$ cat src/rtl/irqc_pkg.sv
package irqc_pkg;
  localparam int unsigned NUM_SRC = 6;
  localparam int unsigned ADDR_W  = 1;
  localparam logic [ADDR_W-1:0] ADDR_ENABLE = 1'b0;
  localparam logic [ADDR_W-1:0] ADDR_STATUS = 1'b1;
endpackage

$ cat src/rtl/irqc_sync_edge.sv
module irqc_sync_edge #(
  parameter int unsigned WIDTH  = 6,
  parameter int unsigned STAGES = 2
) (
  input  logic             clk,
  input  logic             rst_n,
  input  logic [WIDTH-1:0] async_i,
  output logic [WIDTH-1:0] rise_o
);
  localparam int unsigned LAST = STAGES - 1;

  logic [WIDTH-1:0] chain_q [STAGES];
  logic [WIDTH-1:0] prev_q;

  genvar s;
  generate
    for (s = 0; s < STAGES; s++) begin : g_stage
      if (s == 0) begin : g_first
        always_ff @(posedge clk) begin
          if (!rst_n) chain_q[s] <= '0;
          else        chain_q[s] <= async_i;
        end
      end else begin : g_next
        always_ff @(posedge clk) begin
          if (!rst_n) chain_q[s] <= '0;
          else        chain_q[s] <= chain_q[s-1];
        end
      end
    end
  endgenerate

  always_ff @(posedge clk) begin
    if (!rst_n) prev_q <= '0;
    else        prev_q <= chain_q[LAST];
  end

  assign rise_o = chain_q[LAST] & ~prev_q;

  // a detected edge lasts exactly one cycle per rising transition
  assert_edge_single_R3: assert property (@(posedge clk) disable iff (!rst_n)
    (rise_o != '0) |=> ((rise_o & $past(rise_o)) == '0));
endmodule

$ cat src/rtl/irqc_status_regs.sv
module irqc_status_regs #(
  parameter int unsigned WIDTH = 6
) (
  input  logic             clk,
  input  logic             rst_n,
  input  logic [WIDTH-1:0] rise_i,
  input  logic             en_wr_i,
  input  logic [WIDTH-1:0] en_wdata_i,
  output logic [WIDTH-1:0] enable_o,
  output logic [WIDTH-1:0] status_o
);
  logic [WIDTH-1:0] enable_q, enable_d;
  logic [WIDTH-1:0] status_q, status_d;

  always_comb begin
    enable_d = en_wr_i ? en_wdata_i : enable_q;
    // edges count only on sources enabled now; a clear in this cycle wins
    status_d = (status_q | (rise_i & enable_q)) & enable_d;
  end

  always_ff @(posedge clk) begin
    if (!rst_n) begin
      enable_q <= '0;
      status_q <= '0;
    end else begin
      enable_q <= enable_d;
      status_q <= status_d;
    end
  end

  assign enable_o = enable_q;
  assign status_o = status_q;

  genvar i;
  generate
    for (i = 0; i < WIDTH; i++) begin : g_chk
      // a set bit survives unless its enable is written to zero
      assert_sticky_R5: assert property (@(posedge clk) disable iff (!rst_n)
        (status_q[i] && !(en_wr_i && !en_wdata_i[i])) |=> status_q[i]);
      // an enabled edge with no clearing write sets the bit
      assert_edge_sets_R3: assert property (@(posedge clk) disable iff (!rst_n)
        (rise_i[i] && enable_q[i] && !(en_wr_i && !en_wdata_i[i])) |=> status_q[i]);
      // a bit never rises while its source was disabled
      assert_disabled_quiet_R4: assert property (@(posedge clk) disable iff (!rst_n)
        (!enable_q[i] && !status_q[i]) |=> !status_q[i]);
      // a clearing write drops the bit even with a coincident edge
      assert_clear_wins_R8: assert property (@(posedge clk) disable iff (!rst_n)
        (en_wr_i && !en_wdata_i[i]) |=> !status_q[i]);
    end
  endgenerate
endmodule

$ cat src/rtl/irqc_request.sv
module irqc_request #(
  parameter int unsigned WIDTH = 6
) (
  input  logic             clk,
  input  logic             rst_n,
  input  logic [WIDTH-1:0] status_i,
  output logic             irq_o
);
  logic was_zero_q;
  logic irq_q;
  logic now_zero;

  assign now_zero = (status_i == '0);

  always_ff @(posedge clk) begin
    if (!rst_n) begin
      was_zero_q <= 1'b1;
      irq_q      <= 1'b0;
    end else begin
      was_zero_q <= now_zero;
      if (now_zero)
        irq_q <= 1'b0;
      else if (!irq_q)
        irq_q <= 1'b1;
    end
  end

  assign irq_o = irq_q;

  // the request only rises after the status left zero
  assert_rise_from_zero_R6: assert property (@(posedge clk) disable iff (!rst_n)
    $rose(irq_q) |-> ($past(status_i) != '0));
  // while status is non-zero the request is held high next cycle
  assert_hold_R7: assert property (@(posedge clk) disable iff (!rst_n)
    (!now_zero) |=> irq_q);
  // an all-zero status drops the request next cycle
  assert_drop_R7: assert property (@(posedge clk) disable iff (!rst_n)
    now_zero |=> !irq_q);
  // a zero-to-nonzero step is always followed by a high request
  assert_step_R6: assert property (@(posedge clk) disable iff (!rst_n)
    (was_zero_q && !now_zero) |=> irq_q);
endmodule

$ cat src/rtl/edge_irq_collector.sv
module edge_irq_collector
  import irqc_pkg::*;
#(
  parameter int unsigned SRC_W     = NUM_SRC,
  parameter int unsigned SYNC_DEPTH = 2
) (
  input  logic              clk,
  input  logic              rst_n,
  input  logic [SRC_W-1:0]  src_in,
  input  logic [ADDR_W-1:0] bus_addr,
  input  logic              bus_wr,
  input  logic [SRC_W-1:0]  bus_wdata,
  output logic [SRC_W-1:0]  bus_rdata,
  output logic              irq_req
);
  logic [SRC_W-1:0] rise;
  logic [SRC_W-1:0] enable;
  logic [SRC_W-1:0] status;
  logic             en_wr;

  assign en_wr = bus_wr && (bus_addr == ADDR_ENABLE);

  irqc_sync_edge #(.WIDTH(SRC_W), .STAGES(SYNC_DEPTH)) u_sync (
    .clk     (clk),
    .rst_n   (rst_n),
    .async_i (src_in),
    .rise_o  (rise)
  );

  irqc_status_regs #(.WIDTH(SRC_W)) u_regs (
    .clk        (clk),
    .rst_n      (rst_n),
    .rise_i     (rise),
    .en_wr_i    (en_wr),
    .en_wdata_i (bus_wdata),
    .enable_o   (enable),
    .status_o   (status)
  );

  irqc_request #(.WIDTH(SRC_W)) u_req (
    .clk      (clk),
    .rst_n    (rst_n),
    .status_i (status),
    .irq_o    (irq_req)
  );

  always_comb begin
    bus_rdata = (bus_addr == ADDR_STATUS) ? status : enable;
  end

  // with no write, status cannot drop
  assert_read_no_effect_R9: assert property (@(posedge clk) disable iff (!rst_n)
    !bus_wr |=> (($past(status) & ~status) == '0));
  // a write to the status address leaves the enable register alone
  assert_status_wr_ignored_R2: assert property (@(posedge clk) disable iff (!rst_n)
    (bus_wr && bus_addr == ADDR_STATUS) |=> $stable(enable));
endmodule

$ cat config.mk
export PLATFORM = sky130hd
export DESIGN_NAME = edge_irq_collector
export DESIGN_NICKNAME = d
export VERILOG_FILES = /design/src/rtl/irqc_pkg.sv /design/src/rtl/irqc_sync_edge.sv /design/src/rtl/irqc_status_regs.sv /design/src/rtl/irqc_request.sv /design/src/rtl/edge_irq_collector.sv
export SDC_FILE = /design/constraint.sdc
export NUM_CORES = 1
export LEC_CHECK = 0
export BUFFER_PORTS_ARGS = -buffer_cell sky130_fd_sc_hd__buf_2
export CORE_MARGIN = 4
export CORE_UTILIZATION = 55
export CTS_CLUSTER_DIAMETER = 200
export CTS_CLUSTER_SIZE = 12
export DETAILED_ROUTE_END_ITERATION = 8
export PLACE_DENSITY = 0.84
export SLEW_MARGIN = 30
export SYNTH_ARGS = -nofsm -noshare
export SYNTH_HDL_FRONTEND = slang
export SYNTH_HIERARCHICAL = 1
export SYNTH_SLANG_ARGS = --single-unit
$ cat constraint.sdc
create_clock -name clk -period 2.4 [get_ports clk]
set_input_delay 0.12 -clock clk [delete_from_list [all_inputs] [get_ports clk]]
set_output_delay 0.12 -clock clk [all_outputs]
set_load 0.005 [all_outputs]
* Word level (Yosys, flattened, before mapping)
Memory sizes are Yosys's and may differ from the RTL's.
Index checks and enable logic that the tools add are counted.
** Word-level totals
- Bits in registers :: 19
- Bits in writable memories :: 12
- Input bits :: 16
- Logic and storage cells :: 22
- Memories :: 1
** Memories
- u_sync.chain_q :: words 2, bits a word 6, read ports 2, clocked after memory_dff 0, wr ports 2, RTL line irqc_sync_edge.sv:12 : logic [WIDTH-1:0] chain_q [STAGES];
** Cells by class
- Mux-type cells :: 7
- Bitwise logic cells :: 8
- Reduce and logical (&&, ||, !) cells :: 2
** Operators by type and width (count)
- $mux W6 :: 4
- $and A6 B6 Y6 :: 3
- $logic_not A6 Y1 :: 1
- $not A6 Y6 :: 1
- $or A6 B6 Y6 :: 1
- $mux W1 :: 3
- $or A1 B1 Y1 :: 2
- $logic_and A1 B1 Y1 :: 1
- $not A1 Y1 :: 1

* Depth between registers and ports, before layout
- Word-level depth :: 5
- Gate-level depth with buffers :: 6
- Depth with buffers taken out :: 3

* Cells and area by module
Netlist, hierarchy kept.
** Modules (own cells, without submodules)
- irqc_status_regs :: times used 1, cells an instance 51, area each 610.6 µm²
- irqc_sync_edge :: times used 1, cells an instance 43, area each 539.3 µm²
- edge_irq_collector :: times used 1, cells an instance 8, area each 110.1 µm²
- irqc_request :: times used 1, cells an instance 3, area each 36.3 µm²

* Worst setup path after synthesis
No wires, ideal clock.
- Path kind :: register to register
- Start point :: reg u_regs.status_q[1], in the netlist u_regs/status_o[1]
- End point :: reg u_req.irq_q, in the netlist u_req/irq_o
- Library setup time :: 120 ps
- Data arrival time :: 1045 ps
- Data required time :: 2280 ps
- Slack :: 1235 ps
- Stages on the path, launching flop included :: 3
- Path buffers :: 0
- Cells stage by stage :: dfxtp_1 -> or4_1 -> o31a_1
** Between the ends
- Word-level cells in the longest chain between the ends :: 2
** Ends and longest elaborated chain
- start, declared :: RTL line irqc_status_regs.sv:13 : logic [WIDTH-1:0] status_q, status_d;
- start signal, assigned :: RTL line irqc_status_regs.sv:27 : status_q <= status_d;
- $logic_not A6 Y1 :: RTL line irqc_request.sv:13 : assign now_zero = (status_i == '0);
- $mux W1 :: RTL line irqc_request.sv:21 : if (now_zero)
- end signal, assigned :: RTL line irqc_request.sv:18 : irq_q <= 1'b0;
- end signal, assigned :: RTL line irqc_request.sv:22 : irq_q <= 1'b0;
- end signal, assigned :: RTL line irqc_request.sv:24 : irq_q <= 1'b1;
- end, declared :: RTL line irqc_request.sv:10 : logic irq_q;
Every way passes these cells.
A chain may end at the register's enable or synchronous reset.

* Final worst setup path
Ends and elaborated chain as after synthesis.

==> reports/qor.txt <==
outcome: complete, no violations
final instance area: 1513 µm²
Max Clock Skew: 0.007520 ns
Clock Pin Slew Worst Setup and Hold Paths: 0.09 ns
Leak Pwr: 0.6357 nW
WP data required: 2.62 ns
WHS Path Cells: 3
Critical Path AT: 1.45 ns
Final Max Slew Viols: 0
die width: 56.55 µm
final period utilization: 0.5122
initial core utilization: 0.5804
FFs w/ async S/R, synth: 0
Slowest-stage cell, CP: or4_1
Fin. Hold Viols: 0
Post-DP Area: 1384 µm²
HP Class: primary input to register
clock share of power: 0.348
Cell Chain, Critical Path: or4_1 > o31a_1
number of global-route vias before repair: 781
final worst path period need: 1.229 ns
Root Driver: clkbuf_4
Synth area leader: dfxtp_1
PD cells: 636.9 nW/µm²
first-pass GRT wire length: 3581 µm
dpl ws: 1.097 ns
Synth cell types: 17
Setup crit end kind: register
VDD IR max: 423.9 µV
n_diodes: 0
commonest cells in the synthesized netlist: dfxtp_1 (31), and2_2 (14), nor2b_1 (12)
gr usage total: 0.1449
worst r2r src: u_regs/status_o[1]
Syn Area/Cell: 12.35 µm²
Port-buffer cells: 22
Slew @ Worst Pin: 0.4379 ns
Detailed Route WL: 1949 µm
CP Max Fanout: 4
die area: 3197 µm²
Detailed Route Iter0 Violations: 15
Area contributors post-synth: dfxtp_1 (48%), and2_2 (8.1%), mux2_4 (6.9%)
CTS tree: built
Placement Rows: 17
DPL Wire Length: 1291 µm
Startpoint Class: register
die height: 56.55 µm
CORE AREA: 2233 µm²
Buf/Inv on CP: 0
sequential fraction of the synthesis area: 0.4788
Yosys warning count: 6
Post-Synthesis Cell Area: 1296 µm²
DR vias: 800
initial antenna violation count: 0
RSZ-0062 raised after global routing: no
reg-to-reg critical path endpoint: u_req/irq_o
Post-layout nets: 151
Reg2Reg Depth: 2
# setup viols final: 0
Hold Path Origin: bus_wdata[0]
design internal power: 755.8 µW
vias per inst: 4.878
Final Core Density: 0.6773
Top delay family on crit path: simple AND/OR/NAND/NOR gates
Num Clock Sinks: 31
largest net degree at the start of global routing: 32
Final GP Congestion: 0.7320
clk buf depth: 2
Slew HR: 0.7081
share of cells above drive strength 1: 0.5000
switching pwr: 207.7 µW
Cells after Synth: 105
crit-path max cell delay: 0.54 ns
Syn Nets: 121
grt ovf: 0
post-synth top area share: 0.4788
post-CTS sizing: 0
number of synthesized flops with an enable pin: 0
Sw Share: 0.2156
TritonRoute pass-1 iters: 4
combinational fraction of design power: 0.091
CTS Buf Count: 5
flops & latches, synth: 31
Final TNS setup: 0 ns
Setup WS post-layout: 1.171 ns
maxcap violations: 0
count leader, synth: dfxtp_1
Seq pwr share: 0.561
Max Clk Rate: 813.4 MHz
r2r setup slk: 1.17 ns
Routed WL per cell: 11.88 µm
# DRC: 0
main flop type after synthesis: dfxtp_1
WHS Endpoint: u_regs/enable_o[0]
clock insertion delay at the later pin of the skew report: 0.32 ns
Setup Crit Path Kind: register to register
synthesis-to-layout area growth: 16.70%
Final ANT Viol Nets: 0
Ports: 23
H-tree depth: 2
==> placed cells by master (no fill, tap or decap), drive strengths merged, types with 6 or more instances in the layout <==
cell type | synthesis | routed
buf | 4 | 22
mux2i | 6 | 6
clkbuf | 1 | 8
dfxtp | 31 | 31
nor4b | 6 | 6
nor2b | 18 | 18
nor2 | 6 | 6
dlygate4sd3 | 0 | 6
mux2 | 6 | 6
a21oi | 6 | 6
and2 | 18 | 18
==> how the worst max path moves through the flow <==
stage                             from                 end  slack, ns  cells after the start
detailed placement            bus_addr  u_regs/status_o[3]       1.10                      4
global route        u_regs/status_o[1]         u_req/irq_o       1.13                      2
global placement              bus_addr  u_regs/status_o[5]       1.16                      4
CTS                 u_regs/status_o[1]         u_req/irq_o       1.16                      2
floorplan           u_regs/status_o[1]         u_req/irq_o       1.24                      2
finish              u_regs/status_o[1]         u_req/irq_o       1.17                      2
==> cell families (layout without fill, tap and decap cells) <==
kind of cell / after synthesis / count (layout) / share of synthesized area
AO/OA/AOI/OAI: 7 / 7 / 0.04730
buffers and inverters: 5 / 36 / 0.04440
flip-flops: 31 / 31 / 0.4788
multiplexers: 12 / 12 / 0.1158
AND/OR/NAND/NOR: 50 / 50 / 0.3137
==> power by group through the flow <==
stage / registers, mW / clock network (mW) / logic, mW
finish: 0.540 / 0.335 / 0.0879
global route: 0.543 / 0.376 / 0.0978
CTS: 0.540 / 0.350 / 0.0892
detailed placement: 0.552 / 0 / 0.0809
global placement: 0.552 / 0 / 0.0781
floorplan: 0.550 / 0 / 0.0637
==> worst reg2reg max path: stages, from the launching register on <==
cell	delay [ns]
dfxtp_1	0.35
or4_1	0.54
o31a_1	0.25
==> per-stage QoR <==
stage               total power, mW  cells  hold WS, ns
finish                       0.9634    164       0.1080
global route                  1.017    164      0.08684
CTS                          0.9801    164      0.08503
detailed placement           0.6332    150       0.3442
global placement             0.6298    150       0.3391
floorplan                    0.6137    105       0.2479
==> cell type report <==
cell class	instances	area, µm²
fillers	177	720.7
flip-flops and latches	31	620.6
multi-input cells	69	618.1
repair buffers	28	170.2
clock buffers	8	68.82
well taps	28	35.03
==> what timing repair did <==
action | CTS | global route
hold buffers | 6 | 0
endpoints found under the hold margin | 6 | 0
buffers inserted | 0 | 0
==> metal layers <==
metal / GRT usage / up-vias / wire, µm
met3: 0.06667 / 6 / 136
met4: 0.07119 / 0 / 48
met5: 0 / - / 0
li1: - / 411 / -
met1: 0.1813 / 362 / 859
met2: 0.2079 / 21 / 905
==> flip-flops by register name, indices dropped and copies added (netlist names) <==
register,flops
u_regs/enable_o,6
u_regs/status_o,6
u_req/irq_o,1
u_sync/chain_q,12
u_sync/prev_q,6
Power figures use the tool's default switching activity.
